File: config.mk
export PLATFORM = sky130hd
export DESIGN_NAME = asid_tlb
export DESIGN_NICKNAME = d
export VERILOG_FILES = /design/src/rtl/tlb_pkg.sv /design/src/rtl/tlb_datapath.sv /design/src/rtl/tlb_ctrl.sv /design/src/rtl/asid_tlb.sv
export SDC_FILE = /design/constraint.sdc
export NUM_CORES = 1
export LEC_CHECK = 0
export ABC_AREA = 1
export BUFFER_PORTS_ARGS = -buffer_cell sky130_fd_sc_hd__buf_4
export CORE_ASPECT_RATIO = 0.75
export CORE_UTILIZATION = 45
export DETAILED_ROUTE_END_ITERATION = 6
export HOLD_SLACK_MARGIN = 0.08
export SYNTH_ARGS = -nofsm -noshare
export SYNTH_HDL_FRONTEND = slang
export SYNTH_SLANG_ARGS = --single-unit
File: constraint.sdc
create_clock -name clk -period 7.57 [get_ports clk]
set_clock_uncertainty 0.1 [all_clocks]
set_input_delay 0.757 -clock clk [delete_from_list [all_inputs] [get_ports clk]]
set_output_delay 0.757 -clock clk [all_outputs]
set_load 0.005 [all_outputs]
File: src/rtl/tlb_pkg.sv
package tlb_pkg;

  // Access code carried on the lookup port
  typedef enum logic [1:0] {
    ACC_READ  = 2'd0,
    ACC_WRITE = 2'd1,
    ACC_EXEC  = 2'd2,
    ACC_NONE  = 2'd3
  } accType_t;

  // Strobes from control to the slot array
  typedef struct packed {
    logic wrEn;     // write slot wrIdx with the insert fields
    logic clrAll;   // drop every ordinary slot
    logic clrAsid;  // drop ordinary slots of one tag
  } tlbStrobe_t;

endpackage

File: src/rtl/tlb_datapath.sv
module tlb_datapath
  import tlb_pkg::*;
#(
  parameter int ENTRIES = 8,
  parameter int PINNED  = 2,
  parameter int VPN_W   = 20,
  parameter int PFN_W   = 20,
  parameter int ASID_W  = 6,
  parameter int OFF_W   = 12,
  parameter int IDX_W   = $clog2(ENTRIES)
) (
  input  logic                      clk,
  input  logic                      rst_n,
  input  tlbStrobe_t                strobe,
  input  logic [IDX_W-1:0]          wrIdx,
  input  logic [VPN_W-1:0]          insVpn,
  input  logic [ASID_W-1:0]         insAsid,
  input  logic [PFN_W-1:0]          insPfn,
  input  logic [2:0]                insPerm,
  input  logic                      insDirty,
  input  logic [ASID_W-1:0]         flushAsid,
  input  logic                      lkValid,
  input  logic [VPN_W+OFF_W-1:0]    lkVaddr,
  input  logic [ASID_W-1:0]         lkAsid,
  input  logic [1:0]                lkAccess,
  output logic                      matchAny,
  output logic [IDX_W-1:0]          matchIdx,
  output logic                      dupAny,
  output logic [IDX_W-1:0]          dupIdx,
  output logic [ENTRIES-1:0]        validVec,
  output logic                      lkHit,
  output logic                      lkMiss,
  output logic                      lkFault,
  output logic                      lkDirty,
  output logic [PFN_W+OFF_W-1:0]    lkPaddr
);

  logic [ENTRIES-1:0] valid;
  logic [ENTRIES-1:0] dirty;
  logic [VPN_W-1:0]   vpnQ  [ENTRIES];
  logic [PFN_W-1:0]   pfnQ  [ENTRIES];
  logic [ASID_W-1:0]  asidQ [ENTRIES];
  logic [2:0]         permQ [ENTRIES];

  logic [VPN_W-1:0]   lkVpn;
  logic [ENTRIES-1:0] lkMatch;
  logic [ENTRIES-1:0] dupMatch;
  logic [2:0]         needMask;
  logic               permOk;
  logic               markDirty;

  assign lkVpn    = lkVaddr[VPN_W+OFF_W-1:OFF_W];
  assign validVec = valid;

  // Parallel compare of every slot against lookup and insert keys
  for (genvar g = 0; g < ENTRIES; g++) begin : g_cmp
    assign lkMatch[g]  = valid[g] && (vpnQ[g] == lkVpn)  && (asidQ[g] == lkAsid);
    assign dupMatch[g] = valid[g] && (vpnQ[g] == insVpn) && (asidQ[g] == insAsid);
  end

  always_comb begin
    matchIdx = '0;
    dupIdx   = '0;
    for (int i = ENTRIES - 1; i >= 0; i--) begin
      if (lkMatch[i])  matchIdx = IDX_W'(i);
      if (dupMatch[i]) dupIdx   = IDX_W'(i);
    end
  end

  assign matchAny = |lkMatch;
  assign dupAny   = |dupMatch;

  always_comb begin
    unique case (accType_t'(lkAccess))
      ACC_READ:  needMask = 3'b001;
      ACC_WRITE: needMask = 3'b010;
      ACC_EXEC:  needMask = 3'b100;
      default:   needMask = 3'b000;
    endcase
  end

  assign permOk    = |(permQ[matchIdx] & needMask);
  assign markDirty = lkValid && matchAny && permOk && (accType_t'(lkAccess) == ACC_WRITE);

  // Slot array: flush first, then dirty marking, then the write wins
  always_ff @(posedge clk) begin
    if (!rst_n) begin
      valid <= '0;
      dirty <= '0;
      for (int i = 0; i < ENTRIES; i++) begin
        vpnQ[i]  <= '0;
        pfnQ[i]  <= '0;
        asidQ[i] <= '0;
        permQ[i] <= '0;
      end
    end else begin
      for (int i = PINNED; i < ENTRIES; i++) begin
        if (strobe.clrAll || (strobe.clrAsid && (asidQ[i] == flushAsid)))
          valid[i] <= 1'b0;
      end
      if (markDirty)
        dirty[matchIdx] <= 1'b1;
      if (strobe.wrEn) begin
        valid[wrIdx] <= 1'b1;
        dirty[wrIdx] <= insDirty;
        vpnQ[wrIdx]  <= insVpn;
        pfnQ[wrIdx]  <= insPfn;
        asidQ[wrIdx] <= insAsid;
        permQ[wrIdx] <= insPerm;
      end
    end
  end

  // Registered lookup result
  always_ff @(posedge clk) begin
    if (!rst_n) begin
      lkHit   <= 1'b0;
      lkMiss  <= 1'b0;
      lkFault <= 1'b0;
      lkDirty <= 1'b0;
      lkPaddr <= '0;
    end else begin
      lkHit   <= lkValid && matchAny && permOk;
      lkFault <= lkValid && matchAny && !permOk;
      lkMiss  <= lkValid && !matchAny;
      lkDirty <= lkValid && matchAny && permOk && dirty[matchIdx];
      lkPaddr <= (lkValid && matchAny && permOk) ?
                 {pfnQ[matchIdx], lkVaddr[OFF_W-1:0]} : '0;
    end
  end


  resp_onehot_chk: assert property (@(posedge clk) disable iff (!rst_n)
    $onehot0({lkHit, lkMiss, lkFault}));


  resp_follows_req_chk: assert property (@(posedge clk) disable iff (!rst_n)
    lkValid |=> (lkHit || lkMiss || lkFault));


  offset_pass_chk: assert property (@(posedge clk) disable iff (!rst_n)
    lkHit |-> (lkPaddr[OFF_W-1:0] == $past(lkVaddr[OFF_W-1:0])));


  paddr_zero_chk: assert property (@(posedge clk) disable iff (!rst_n)
    !lkHit |-> (lkPaddr == '0));


  for (genvar p = 0; p < PINNED; p++) begin : g_pinChk
    pinned_keep_chk: assert property (@(posedge clk) disable iff (!rst_n)
      !$fell(valid[p]));
  end

endmodule

File: src/rtl/tlb_ctrl.sv
module tlb_ctrl
  import tlb_pkg::*;
#(
  parameter int ENTRIES = 8,
  parameter int PINNED  = 2,
  parameter int IDX_W   = $clog2(ENTRIES)
) (
  input  logic               clk,
  input  logic               rst_n,
  input  logic               cfgRandom,
  input  logic               privMode,
  input  logic               insValid,
  input  logic               insPin,
  input  logic [IDX_W-1:0]   insSlot,
  input  logic               flushAll,
  input  logic               flushByAsid,
  input  logic               lkValid,
  input  logic               matchAny,
  input  logic [IDX_W-1:0]   matchIdx,
  input  logic               dupAny,
  input  logic [IDX_W-1:0]   dupIdx,
  input  logic [ENTRIES-1:0] validVec,
  output tlbStrobe_t         strobe,
  output logic [IDX_W-1:0]   wrIdx
);

  // ENTRIES is a power of two and PINNED is at most ENTRIES/2
  localparam int               LFSR_W   = 16;
  localparam logic [LFSR_W-1:0] LFSR_TAP = 16'hB400;
  localparam logic [IDX_W-1:0] PIN_IDX  = IDX_W'(PINNED);
  localparam logic [IDX_W-1:0] WRAP_IDX = IDX_W'(ENTRIES - PINNED);

  logic [LFSR_W-1:0] lfsr;
  logic [IDX_W-1:0]  age [ENTRIES];

  logic              pinGo, normGo;
  logic              freeAny;
  logic [IDX_W-1:0]  freeIdx, lruIdx, rndRaw, rndIdx;
  logic [IDX_W-1:0]  bestAge;
  logic              touchEn;
  logic [IDX_W-1:0]  touchIdx, touchAge;

  assign pinGo  = insValid && privMode && insPin && (insSlot < PIN_IDX);
  assign normGo = insValid && privMode && !insPin;

  // Lowest free ordinary slot
  always_comb begin
    freeAny = 1'b0;
    freeIdx = PIN_IDX;
    for (int i = ENTRIES - 1; i >= PINNED; i--) begin
      if (!validVec[i]) begin
        freeAny = 1'b1;
        freeIdx = IDX_W'(i);
      end
    end
  end

  // Oldest ordinary slot; ages form a permutation so the oldest is unique
  always_comb begin
    lruIdx  = PIN_IDX;
    bestAge = age[PINNED];
    for (int i = PINNED; i < ENTRIES; i++) begin
      if (age[i] > bestAge) begin
        bestAge = age[i];
        lruIdx  = IDX_W'(i);
      end
    end
  end

  // Fold the whole LFSR state into an index, then move it off the reserved range
  always_comb begin
    rndRaw = '0;
    for (int b = 0; b < LFSR_W; b++)
      rndRaw[b % IDX_W] = rndRaw[b % IDX_W] ^ lfsr[b];
    rndIdx = (rndRaw < PIN_IDX) ? rndRaw + WRAP_IDX : rndRaw;
  end

  always_comb begin
    if (pinGo)        wrIdx = insSlot;
    else if (dupAny)  wrIdx = dupIdx;
    else if (freeAny) wrIdx = freeIdx;
    else if (cfgRandom) wrIdx = rndIdx;
    else              wrIdx = lruIdx;
  end

  always_comb begin
    strobe.wrEn    = pinGo || normGo;
    strobe.clrAll  = flushAll && privMode;
    strobe.clrAsid = flushByAsid && privMode;
  end

  assign touchEn  = strobe.wrEn || (lkValid && matchAny);
  assign touchIdx = strobe.wrEn ? wrIdx : matchIdx;
  assign touchAge = age[touchIdx];

  always_ff @(posedge clk) begin
    if (!rst_n) begin
      lfsr <= 16'hACE1;
      for (int i = 0; i < ENTRIES; i++) age[i] <= IDX_W'(i);
    end else begin
      lfsr <= {1'b0, lfsr[LFSR_W-1:1]} ^ (lfsr[0] ? LFSR_TAP : '0);
      if (touchEn) begin
        for (int i = 0; i < ENTRIES; i++) begin
          if (IDX_W'(i) == touchIdx)  age[i] <= '0;
          else if (age[i] < touchAge) age[i] <= age[i] + IDX_W'(1);
        end
      end
    end
  end


  write_needs_priv_chk: assert property (@(posedge clk) disable iff (!rst_n)
    (strobe.wrEn || strobe.clrAll || strobe.clrAsid) |-> privMode);


  victim_not_pinned_chk: assert property (@(posedge clk) disable iff (!rst_n)
    (strobe.wrEn && !insPin) |-> (wrIdx >= PIN_IDX));


  pin_in_range_chk: assert property (@(posedge clk) disable iff (!rst_n)
    (strobe.wrEn && insPin) |-> (wrIdx < PIN_IDX));


  lfsr_alive_chk: assert property (@(posedge clk) disable iff (!rst_n)
    lfsr != '0);

endmodule

File: src/rtl/asid_tlb.sv
module asid_tlb
  import tlb_pkg::*;
#(
  parameter int ENTRIES = 8,
  parameter int PINNED  = 2,
  parameter int VPN_W   = 20,
  parameter int PFN_W   = 20,
  parameter int ASID_W  = 6,
  parameter int OFF_W   = 12,
  localparam int IDX_W  = $clog2(ENTRIES),
  localparam int VA_W   = VPN_W + OFF_W,
  localparam int PA_W   = PFN_W + OFF_W
) (
  input  logic              clk,
  input  logic              rst_n,
  input  logic              cfgRandom,
  input  logic              privMode,
  input  logic              lkValid,
  input  logic [VA_W-1:0]   lkVaddr,
  input  logic [ASID_W-1:0] lkAsid,
  input  logic [1:0]        lkAccess,
  output logic              lkHit,
  output logic              lkMiss,
  output logic              lkFault,
  output logic              lkDirty,
  output logic [PA_W-1:0]   lkPaddr,
  input  logic              insValid,
  input  logic              insPin,
  input  logic [IDX_W-1:0]  insSlot,
  input  logic [VPN_W-1:0]  insVpn,
  input  logic [ASID_W-1:0] insAsid,
  input  logic [PFN_W-1:0]  insPfn,
  input  logic [2:0]        insPerm,
  input  logic              insDirty,
  input  logic              flushAll,
  input  logic              flushByAsid,
  input  logic [ASID_W-1:0] flushAsid
);

  tlbStrobe_t         strobe;
  logic [IDX_W-1:0]   wrIdx;
  logic               matchAny, dupAny;
  logic [IDX_W-1:0]   matchIdx, dupIdx;
  logic [ENTRIES-1:0] validVec;

  tlb_ctrl #(
    .ENTRIES(ENTRIES), .PINNED(PINNED), .IDX_W(IDX_W)
  ) i_ctrl (
    .clk(clk), .rst_n(rst_n), .cfgRandom(cfgRandom), .privMode(privMode),
    .insValid(insValid), .insPin(insPin), .insSlot(insSlot),
    .flushAll(flushAll), .flushByAsid(flushByAsid),
    .lkValid(lkValid), .matchAny(matchAny), .matchIdx(matchIdx),
    .dupAny(dupAny), .dupIdx(dupIdx), .validVec(validVec),
    .strobe(strobe), .wrIdx(wrIdx)
  );

  tlb_datapath #(
    .ENTRIES(ENTRIES), .PINNED(PINNED), .VPN_W(VPN_W), .PFN_W(PFN_W),
    .ASID_W(ASID_W), .OFF_W(OFF_W), .IDX_W(IDX_W)
  ) i_dp (
    .clk(clk), .rst_n(rst_n), .strobe(strobe), .wrIdx(wrIdx),
    .insVpn(insVpn), .insAsid(insAsid), .insPfn(insPfn), .insPerm(insPerm),
    .insDirty(insDirty), .flushAsid(flushAsid),
    .lkValid(lkValid), .lkVaddr(lkVaddr), .lkAsid(lkAsid), .lkAccess(lkAccess),
    .matchAny(matchAny), .matchIdx(matchIdx), .dupAny(dupAny), .dupIdx(dupIdx),
    .validVec(validVec),
    .lkHit(lkHit), .lkMiss(lkMiss), .lkFault(lkFault), .lkDirty(lkDirty),
    .lkPaddr(lkPaddr)
  );

endmodule

==> Yosys cells after proc, flatten, opt, wreduce, memory -nomap -nowiden <==
Memory sizes are Yosys's and may differ from the RTL's. A register that Yosys moved wholly into a read port is not among the register bits.
Index checks and enable logic that the tools add are counted.
Widths: inputs -> output; s select.
{ "word_totals": {"inputBits": 108, "wordCells": 368, "register_bits": 68, "n_memories": 5, "output_inout_bits": 36, "mem_bits_rw": 416} }
{ "memory_table": {"columns": ["memory", "words", "width", "rd", "rd_clocked_by_memory_dff", "write_ports", "line", "text"], "rows": [
  ["i_dp.pfnQ", 8, 20, 1, 1, 8, "tlb_datapath.sv:41", "logic [PFN_W-1:0] pfnQ [ENTRIES];"],
  ["i_dp.vpnQ", 8, 20, 8, 0, 8, "tlb_datapath.sv:40", "logic [VPN_W-1:0] vpnQ [ENTRIES];"],
  ["i_dp.asidQ", 8, 6, 8, 0, 8, "tlb_datapath.sv:42", "logic [ASID_W-1:0] asidQ [ENTRIES];"],
  ["i_ctrl.age", 8, 3, 9, 0, 8, "tlb_ctrl.sv:34", "logic [IDX_W-1:0] age [ENTRIES];"],
  ["i_dp.permQ", 8, 3, 1, 0, 8, "tlb_datapath.sv:43", "logic [2:0] permQ [ENTRIES];"]
]} }
{ "op_classes": {"mux": 172, "eq_ne": 47, "n_bitwise": 33, "magnitude_cmp": 19, "reduce_logical": 74, "add_sub_neg": 9} }
{ "op_table": {"columns": ["operator", "count"], "rows": [
  ["$eq 20x20->1", 16],
  ["$mux 3", 57],
  ["$eq 6x6->1", 22],
  ["$mux 1", 102],
  ["$logic_and 1x1->1", 52],
  ["$mux 20", 2],
  ["$reduce_or 20->1", 2],
  ["$mux 8", 4],
  ["$add 3x1->3 const B", 8],
  ["$lt 3x3->1", 8],
  ["$mux 16", 1],
  ["$or 1x1->1", 16],
  ["$or 8x8->8", 2],
  ["$reduce_or 8->1", 2],
  ["$xor 15x16->16", 1],
  ["$gt 3x3->1", 5],
  ["$xor 1x1->1", 13],
  ["$eq 3x3->1 const A", 4],
  ["$pmux 3 s3", 1],
  ["$bwmux 8", 1],
  ["$logic_or 1x1->1", 8],
  ["$lt 3x4->1 const B", 2],
  ["$demux 1 s3", 2],
  ["$eq 2x3->1 const A", 2],
  ["other kinds (15)", 21]
]} }

==> Depth between registers and ports, before layout <==
Gate-level depths: netlist (run 1).
An unclocked memory read counts as a cell.
{ "logic_depth": {"ltp_word": 24, "ltp_mapped": 55, "mapped_depth_nobuf": 54} }

==> By module <==
Synthesis (run 1) repeated with hierarchy kept, for this count alone.
{ "unflattened": {"cells_unflattened": 3657, "hier_area_um2": 28627.5} }
{ "modules_own_cells": {"columns": ["mod", "cells_per_inst", "area_per_inst_um2", "instances", "seq_area_each_um2"], "rows": [
  ["tlb_datapath", 3159, 25151.6, 1, 12812.3],
  ["tlb_ctrl", 498, 3475.8, 1, 1041.0]
]} }

==> Least setup slack after synthesis (run 1) <==
OpenSTA, ideal clock, no wires.
{ "synth_path": {"path_type": "flip-flop to flip-flop", "startpoint": "memory i_ctrl.age[3][2] (netlist name)", "endpoint": "memory i_ctrl.age[4][0] (netlist name), enable pin", "stages_incl_launch_ff": 51, "path_buffers": 1, "arrival_time_ns": 6.826, "synth_period_minus_slack_ns": 7.233, "required_ns": 7.163, "path_slack_ns": 0.337, "setup_ns": 0.307, "cell_sequence": "edfxtp_1 > ha_1 > nand2_1 > inv_1 > nor3_1 > a21oi_1 > nor2_1 > a21oi_1 > ha_1 > nand2_1 > o21ai_0 > nand2_1 > nand2_1 > o21ai_0 > ha_1 > nand2_1 > o21ai_0 > nand2_1 > [15 not listed] > nand2_1 > nand2_1 > nand2_1 > nand2_1 > nand2_1 > nand2_1 > nand3_1 > nand2_1 > buf_4 > nor2_1 > inv_2 > nor2_1 > o32a_1 > ha_1 > or3_1 > inv_1 > nand2_1 > nand3_1"} }
{ "synth_rtl": {"columns": ["element", "line"], "rows": [
  ["start: declaration", "tlb_ctrl.sv:34"]
]} }

==> impl_metrics.py, run 1 <==
metrics = {
    "status": {
        "status": "complete, no violations",
    },
    "floorplanning": {
        "num_io_pins": 144,
        "die_x_um": 293,
        "std_cell_rows": 79,
        "core-area_um2": 62500,
        "initial_core_util": 0.459,
        "die-area_um2": 64700,
        "die_h_um": 221,
    },
    "clock_network": {
        "postCtsHoldBufs": 0,
        "root_buffer": "clkbuf_16",
        "cts_buffers": 51,
        "clk_pin_slew_ns": 0.06,
        "worstSkewPairLatency_ns": 0.66,
        "clockBufferDepth": 3,
        "htree_num_levels": 2,
        "cts_tree": "built",
        "clock-sinks": 484,
    },
    "routing": {
        "drtIter0Drc": 3790,
        "avgRoutedWirePerCell_um": 29.0,
        "num_vias": 27300,
        "drt_pass1_iterations": 6,
        "drt_wl_total_um": 133000,
        "post_drt_via_cell_ratio": 5.96,
        "drc": 0,
        "antenna_left": 0,
    },
    "grt": {
        "grt_pass1_vias": 24600,
        "grt_overflow_total": 0,
        "grt_use_total": 0.406,
        "antenna_found_initial": 9,
        "grt_max_degree": 51,
        "grt_pass1_wl_um": 184000,
    },
    "pwr": {
        "irDropWorstVdd_mv": 0.187,
        "p_sw_frac": 0.298,
        "comb_power_share": 0.155,
        "clockPowerShare": 0.384,
        "intPower_mw": 4.68,
        "p_leak_nw": 14.3,
        "power.density_nw_per_um2": 206,
        "p_seq_frac": 0.462,
        "net-switching-power_mw": 1.99,
    },
    "yosys": {
        "ys_seq_area_frac": 0.483,
        "ys.flop_type": "edfxtp_1",
        "async_flop_share": 0,
        "synth_enable_flop_cells": 416,
        "avgSynthCellArea_um2": 8.00,
        "syn_area_um2": 28700,
        "ys_warn_count": 0,
        "syn_nets": 3724,
        "ys_seq_elements": 484,
        "synth_common_cells": "994 x nand2_1, 654 x nor2_1, 416 x edfxtp_1",
        "synth_top_area_cell": "edfxtp_1",
        "synth_cells": 3585,
        "synth_most_common_cell": "nand2_1",
        "synthDistinctLibCells": 64,
        "synth_area_leaders": "edfxtp_1 44%, nand2_1 13%, nor2_1 8.6%, inv_1 5.0%, dfxtp_1 4.7%",
        "synth.top_cell.area_share": 0.436,
    },
    "sta": {
        "finalCriticalPeriod_ns": 7.11,
        "finalSetupViolCount": 0,
        "fmax_mhz": 141,
        "slew_violations": 0,
        "fin_setup_tns_ns": 0,
        "hold_viol_final": 0,
        "tightest_slew_ns": 1.10,
        "final.period_utilization": 0.939,
        "slew-limit-headroom": 0.261,
    },
    "final_layout": {
        "stdcell_area_um2": 32400,
        "fill_cells": 6182,
        "synthToLayoutAreaGrowth_pct": 12.9,
        "drive_above_1_share": 0.117,
        "nets": 3832,
    },
    "flow_run": {
        "max_cap_viol_count": 0,
    },
    "worst_setup_path": {
        "end_kind": "register",
        "required_ns": 7.77,
        "cpPeakStageDelay_ns": 0.44,
        "worst-path-max-fanout": 6,
        "cp_common_cell": "nand2_1",
        "critPathKind": "register to register",
        "cp_slowest_cell": "o32a_4",
        "start_kind": "register",
        "crit_arrival_ns": 7.31,
    },
    "placement": {
        "place_hpwl_um": 91900,
        "port_buffers": 143,
        "place_congestion": 1.08,
        "dpl-instance-area_um2": 30500,
    },
    "hold_path": {
        "hold_class": "input port to register",
    },
}
[placed cells by master, fill, tap and decap left out, types with 8 or more instances in the layout]
| cell type | n |
|---|---|
| buf_12 | 12 |
| nor3_1 | 45 |
| nand2_1 | 980 |
| nand3_1 | 115 |
| inv_2 | 47 |
| clkinv_2 | 8 |
| o21ai_2 | 9 |
| xnor2_1 | 70 |
| clkbuf_1 | 13 |
| nand3b_1 | 12 |
| a221oi_1 | 16 |
| nor2_1 | 652 |
| a22o_1 | 39 |
| nor4_1 | 47 |
| dfxtp_1 | 68 |
| clkbuf_16 | 51 |
| o2111ai_1 | 9 |
| o21ai_0 | 60 |
| o22ai_1 | 23 |
| or2_1 | 8 |
| nand4_1 | 149 |
| or2_2 | 8 |
| nand3_2 | 8 |
| xor2_1 | 61 |
| buf_4 | 192 |
| a21oi_1 | 34 |
| nand2_2 | 28 |
| edfxtp_1 | 416 |
| o21ai_1 | 10 |
| ha_1 | 27 |
| nand2_4 | 8 |
| a32o_1 | 19 |
| inv_1 | 377 |
| nor2_2 | 10 |
[layout make-up]
| type | count | area [um2] | share of cell area |
|---|---|---|---|
| clock inverters | 24 | 233 | 0.00719 |
| well taps | 850 | 1060 | 0.0329 |
| clock buffers | 71 | 1420 | 0.0439 |
| multi-input cells | 2516 | 12400 | 0.384 |
| repair buffers | 206 | 1700 | 0.0527 |
| inverters | 434 | 1650 | 0.0510 |
| flip-flops and latches | 484 | 13900 | 0.428 |
| diodes | 4 | 10.0 | 0.000309 |
[routing by layer]
metal	GRT usage	wire (um)	vias up
li1	-	-	12000
met1	0.579	55700	13000
met2	0.555	51800	1981
met3	0.152	19900	323
met4	0.144	5350	6
met5	0.0103	116	-
[final timing paths]
check	from	endpoint	slack, ns	depth (start not counted)
worst min-delay path	lkVaddr[0]	i_dp.lkPaddr[0]$_SDFF_PN0_	0.23	3
worst max-delay path	i_ctrl.age[2][2]$_SDFFCE_PN0P_	i_ctrl.age[6][1]$_SDFFCE_PN1P_	0.46	52
worst max register to register	i_ctrl.age[2][2]$_SDFFCE_PN0P_	i_ctrl.age[6][1]$_SDFFCE_PN1P_	0.46	52
worst min register to register	i_ctrl.lfsr[12]$_SDFF_PN0_	i_ctrl.lfsr[11]$_SDFF_PN1_	0.33	2
[stage by stage]
step | power [mW] | instances | util | hold WS [ns] | setup WS (ns)
6_report | 6.67 | 4589 | 0.518 | 0.229 | 0.465
5_1_grt | 6.83 | 4586 | 0.518 | 0.226 | -0.0449
4_1_cts | 6.58 | 4580 | 0.514 | 0.210 | 0.00682
3_5_place_dp | 4.07 | 4485 | 0.488 | 0.312 | -0.141
3_3_place_gp | 4.07 | 4485 | 0.488 | 0.314 | 0.0699
2_1_floorplan | 3.66 | 3585 | - | 0.302 | 0.337
[sequential cells by signal (all words and copies together), names as in the netlist]
register       count
i_ctrl.age        24
i_ctrl.lfsr       16
i_dp.asidQ        48
i_dp.dirty         8
i_dp.lkDirty       1
i_dp.lkFault       1
i_dp.lkHit         1
i_dp.lkMiss        1
i_dp.lkPaddr      32
i_dp.permQ        24
i_dp.pfnQ        160
i_dp.validVec      8
i_dp.vpnQ        160
[power by group through the flow]
| stage | Combinational [mW] | Clock, mW | Sequential, mW |
|---|---|---|---|
| after floorplan | 0.565 | 0 | 3.10 |
| after global placement | 0.939 | 0 | 3.13 |
| after detailed placement | 0.936 | 0 | 3.13 |
| after CTS | 0.941 | 2.57 | 3.07 |
| after global routing | 1.09 | 2.66 | 3.08 |
| final | 1.03 | 2.56 | 3.08 |
[critical path, delay by kind of cell, from the launching register on]
family | cells | cell delay (ns)
flops | 1 | 0.41
compound gates | 14 | 1.84
simple gates | 25 | 1.99
fa+ha+maj | 6 | 1.67
buf+inv | 7 | 0.80
[logic make-up after synthesis]
family,count (synthesis),share of synthesized area
simple gates,2101,0.312
buf+inv,585,0.0903
flops,484,0.483
compound gates,253,0.0607
xor+xnor,131,0.0400
fa+ha+maj,31,0.0135
[timing repair]
item                       in CTS  in global routing
pin swaps                       1                 19
setup buffers                   0                  5
hold endpoints to repair        0                  0
setup endpoints to repair      25                168
gates resized for setup         2                 47
Power figures use the tool's default switching activity.
==> run 2: changes to the inputs <==
--- a/config.mk
+++ b/config.mk
@@ -8,6 +8,7 @@
 export ABC_AREA = 1
 export BUFFER_PORTS_ARGS = -buffer_cell sky130_fd_sc_hd__buf_4
 export CORE_ASPECT_RATIO = 0.75
+export CORE_MARGIN = 10
 export CORE_UTILIZATION = 45
 export DETAILED_ROUTE_END_ITERATION = 6
 export HOLD_SLACK_MARGIN = 0.08
==> run 2 against run 1 <==
  * Largest cell class unchanged
  * Non-clock buffer count up 10
  * Clock-buffer cell count down 13
  * Combinational power about the same
==> impl_metrics.py, run 2 (synthesis gave the netlist of run 1 again) <==
metrics = {
    "floorplanning": {
        "std_cell_rows": 80,
        "num_io_pins": 144,
        "core-area_um2": 63400,
        "initial_core_util": 0.452,
        "die-area_um2": 74300,
        "die_h_um": 239,
        "die_x_um": 311,
    },
    "clock_network": {
        "clock-sinks": 484,
        "clockBufferDepth": 3,
        "worstSkewPairLatency_ns": 0.66,
        "root_buffer": "clkbuf_16",
        "cts_buffers": 52,
        "htree_num_levels": 2,
        "cts_tree": "built",
        "clk_pin_slew_ns": 0.06,
    },
    "worst_setup_path": {
        "rr_startpoint": "i_ctrl.age[3][2]$_SDFFCE_PN0P_",
        "start_kind": "register",
        "critPathBufInv": 5,
        "crit_arrival_ns": 7.28,
        "critPathKind": "register to register",
        "required_ns": 7.81,
        "cp_common_cell": "nand2_1",
        "r2r_setup_slack_ns": 0.53,
        "cp_slowest_cell": "o32a_4",
        "path_delay_family": "simple AND/OR/NAND/NOR gates",
        "timing.rr.end": "i_ctrl.age[1][0]$_SDFFCE_PN1P_",
        "r2r_cells": 47,
        "end_kind": "register",
        "cpPeakStageDelay_ns": 0.43,
        "worst-path-max-fanout": 10,
    },
    "pwr": {
        "p_leak_nw": 14.5,
        "irDropWorstVdd_mv": 0.220,
        "power.density_nw_per_um2": 215,
        "clockPowerShare": 0.414,
        "comb_power_share": 0.148,
        "p_seq_frac": 0.438,
        "p_sw_frac": 0.285,
        "intPower_mw": 5.02,
        "net-switching-power_mw": 2.01,
    },
    "grt": {
        "grt_use_total": 0.353,
        "grt_max_degree": 51,
        "grt_pass1_wl_um": 188000,
        "antenna_found_initial": 10,
        "grt_overflow_total": 0,
        "grt_pass1_vias": 25000,
    },
    "final_layout": {
        "synthToLayoutAreaGrowth_pct": 14.0,
        "layout_commonest_cell": "nand2_1",
        "fill_cells": 6200,
        "top_regs": "i_dp.pfnQ: 160 flops, i_dp.vpnQ: 160 flops, i_dp.asidQ: 48 flops",
        "drive_above_1_share": 0.121,
        "instances_no_fill": 4612,
        "nets": 3843,
        "stdcell_area_um2": 32700,
        "most-common-layout-cells": "982 x nand2_1, 651 x nor2_1, 416 x edfxtp_1",
    },
    "hold_path": {
        "hold_depth": 3,
        "hold_class": "input port to register",
        "hold_start": "lkVaddr[11]",
        "min_to": "i_dp.lkPaddr[11]$_SDFF_PN0_",
    },
    "routing": {
        "num_vias": 27500,
        "top_layer": "met5",
        "drt-met1-wl_um": 56100,
        "avgRoutedWirePerCell_um": 29.4,
        "drtIter0Drc": 3971,
        "wl_met3_um": 20200,
        "drt_pass1_iterations": 7,
        "antenna_left": 0,
        "post_drt_via_cell_ratio": 5.97,
        "drc": 0,
        "drt_wl_total_um": 135000,
        "dr_wl_met2_um": 53200,
    },
    "sta": {
        "slew-limit-headroom": 0.309,
        "slew_violations": 0,
        "hold_viol_final": 0,
        "fmax_mhz": 142,
        "tightest_slew_ns": 1.03,
        "final.period_utilization": 0.930,
        "finalSetupViolCount": 0,
        "finalCriticalPeriod_ns": 7.04,
    },
    "placement": {
        "dp.cells": 4509,
        "place_congestion": 1.03,
        "port_buffers": 143,
        "dpl-instance-area_um2": 30600,
        "place_hpwl_um": 94300,
    },
    "flow_run": {
        "max_cap_viol_count": 0,
    },
    "status": {
        "status": "complete, no violations",
    },
}
==> run 2: cell count changes in the layout (fill, tap and decap cells not counted), sizes merged <==
cell      before  now
clkbuf        71   58
bufinv         2   13
diode          4    5
buf          206  216
clkinvlp       4    6
clkinv        19   20
==> run 2: how the worst max path moves through the flow <==
stage / startpoint / end / slack (ns) / depth (start not counted)
final: i_ctrl.age[3][2]$_SDFFCE_PN0P_ / i_ctrl.age[1][0]$_SDFFCE_PN1P_ / 0.53 / 47
after global routing: i_ctrl.age[3][2]$_SDFFCE_PN0P_ / i_ctrl.age[7][2]$_SDFFCE_PN1P_ / -0.08 / 51
after CTS: i_ctrl.age[3][2]$_SDFFCE_PN0P_ / i_ctrl.age[1][0]$_SDFFCE_PN1P_ / 0.03 / 48
after detailed placement: i_ctrl.age[3][2]$_SDFFCE_PN0P_ / i_ctrl.age[1][0]$_SDFFCE_PN1P_ / -0.06 / 48
after global placement: i_ctrl.age[3][2]$_SDFFCE_PN0P_ / i_ctrl.age[1][1]$_SDFFCE_PN0P_ / 0.11 / 47
after floorplan: i_ctrl.age[3][2]$_SDFFCE_PN0P_ / i_ctrl.age[4][0]$_SDFFCE_PN0P_ / 0.34 / 50
==> run 2: what timing repair did <==
| item | in CTS | in global routing |
|---|---|---|
| gates resized for setup | 1 | 39 |
| setup endpoints to repair | 23 | 327 |
| setup buffers | 0 | 2 |
| pin swaps | 0 | 8 |
| hold buffers | 0 | 0 |
==> run 2: per-layer routing <==
| metal | vias up | track usage |
|---|---|---|
| met5 | - | 0.00933 |
| met4 | 10 | 0.132 |
| met3 | 369 | 0.138 |
| met2 | 2069 | 0.480 |
| met1 | 13100 | 0.494 |
| li1 | 12000 | - |
==> run 2: final cells by class <==
class	count	area, um2	share of cell area
multi-input cells	2516	12400	0.379
inverters	434	1650	0.0504
clock inverters	38	581	0.0178
flip-flops and latches	484	13900	0.424
well taps	861	1080	0.0330
clock buffers	58	1340	0.0411
diodes	5	12.5	0.000383
repair buffers	216	1780	0.0546
==> run 2: metrics by stage <==
stage                     TNS (ns)  worst slack, ns  hold WS [ns]  total power [mW]   util
after floorplan                  0            0.337         0.302              3.66      -
after global placement           0            0.108         0.311              4.09  0.483
after detailed placement     -1.07          -0.0625         0.311              4.08  0.483
after CTS                        0           0.0291         0.200              6.97  0.513
after global routing         -1.13          -0.0768         0.212              7.23  0.516
final                            0            0.529         0.229              7.03  0.516
==> run 2: worst register-to-register path: cells and delay by family (launching register included) <==
family / cells / cell delay (ns)
AOI/OAI and AO/OA: 12 / 1.62
adders and majority gates: 6 / 1.66
buffers and inverters: 5 / 0.47
DFF: 1 / 0.39
and+or+nand+nor: 24 / 2.50
==> run 2: power groups by stage <==
stage | Sequential [mW] | Combinational [mW] | Clock [mW]
6_report | 3.08 | 1.04 | 2.91
5_1_grt | 3.08 | 1.10 | 3.05
4_1_cts | 3.07 | 0.958 | 2.94
3_5_place_dp | 3.13 | 0.953 | 0
3_3_place_gp | 3.13 | 0.959 | 0
2_1_floorplan | 3.10 | 0.565 | 0
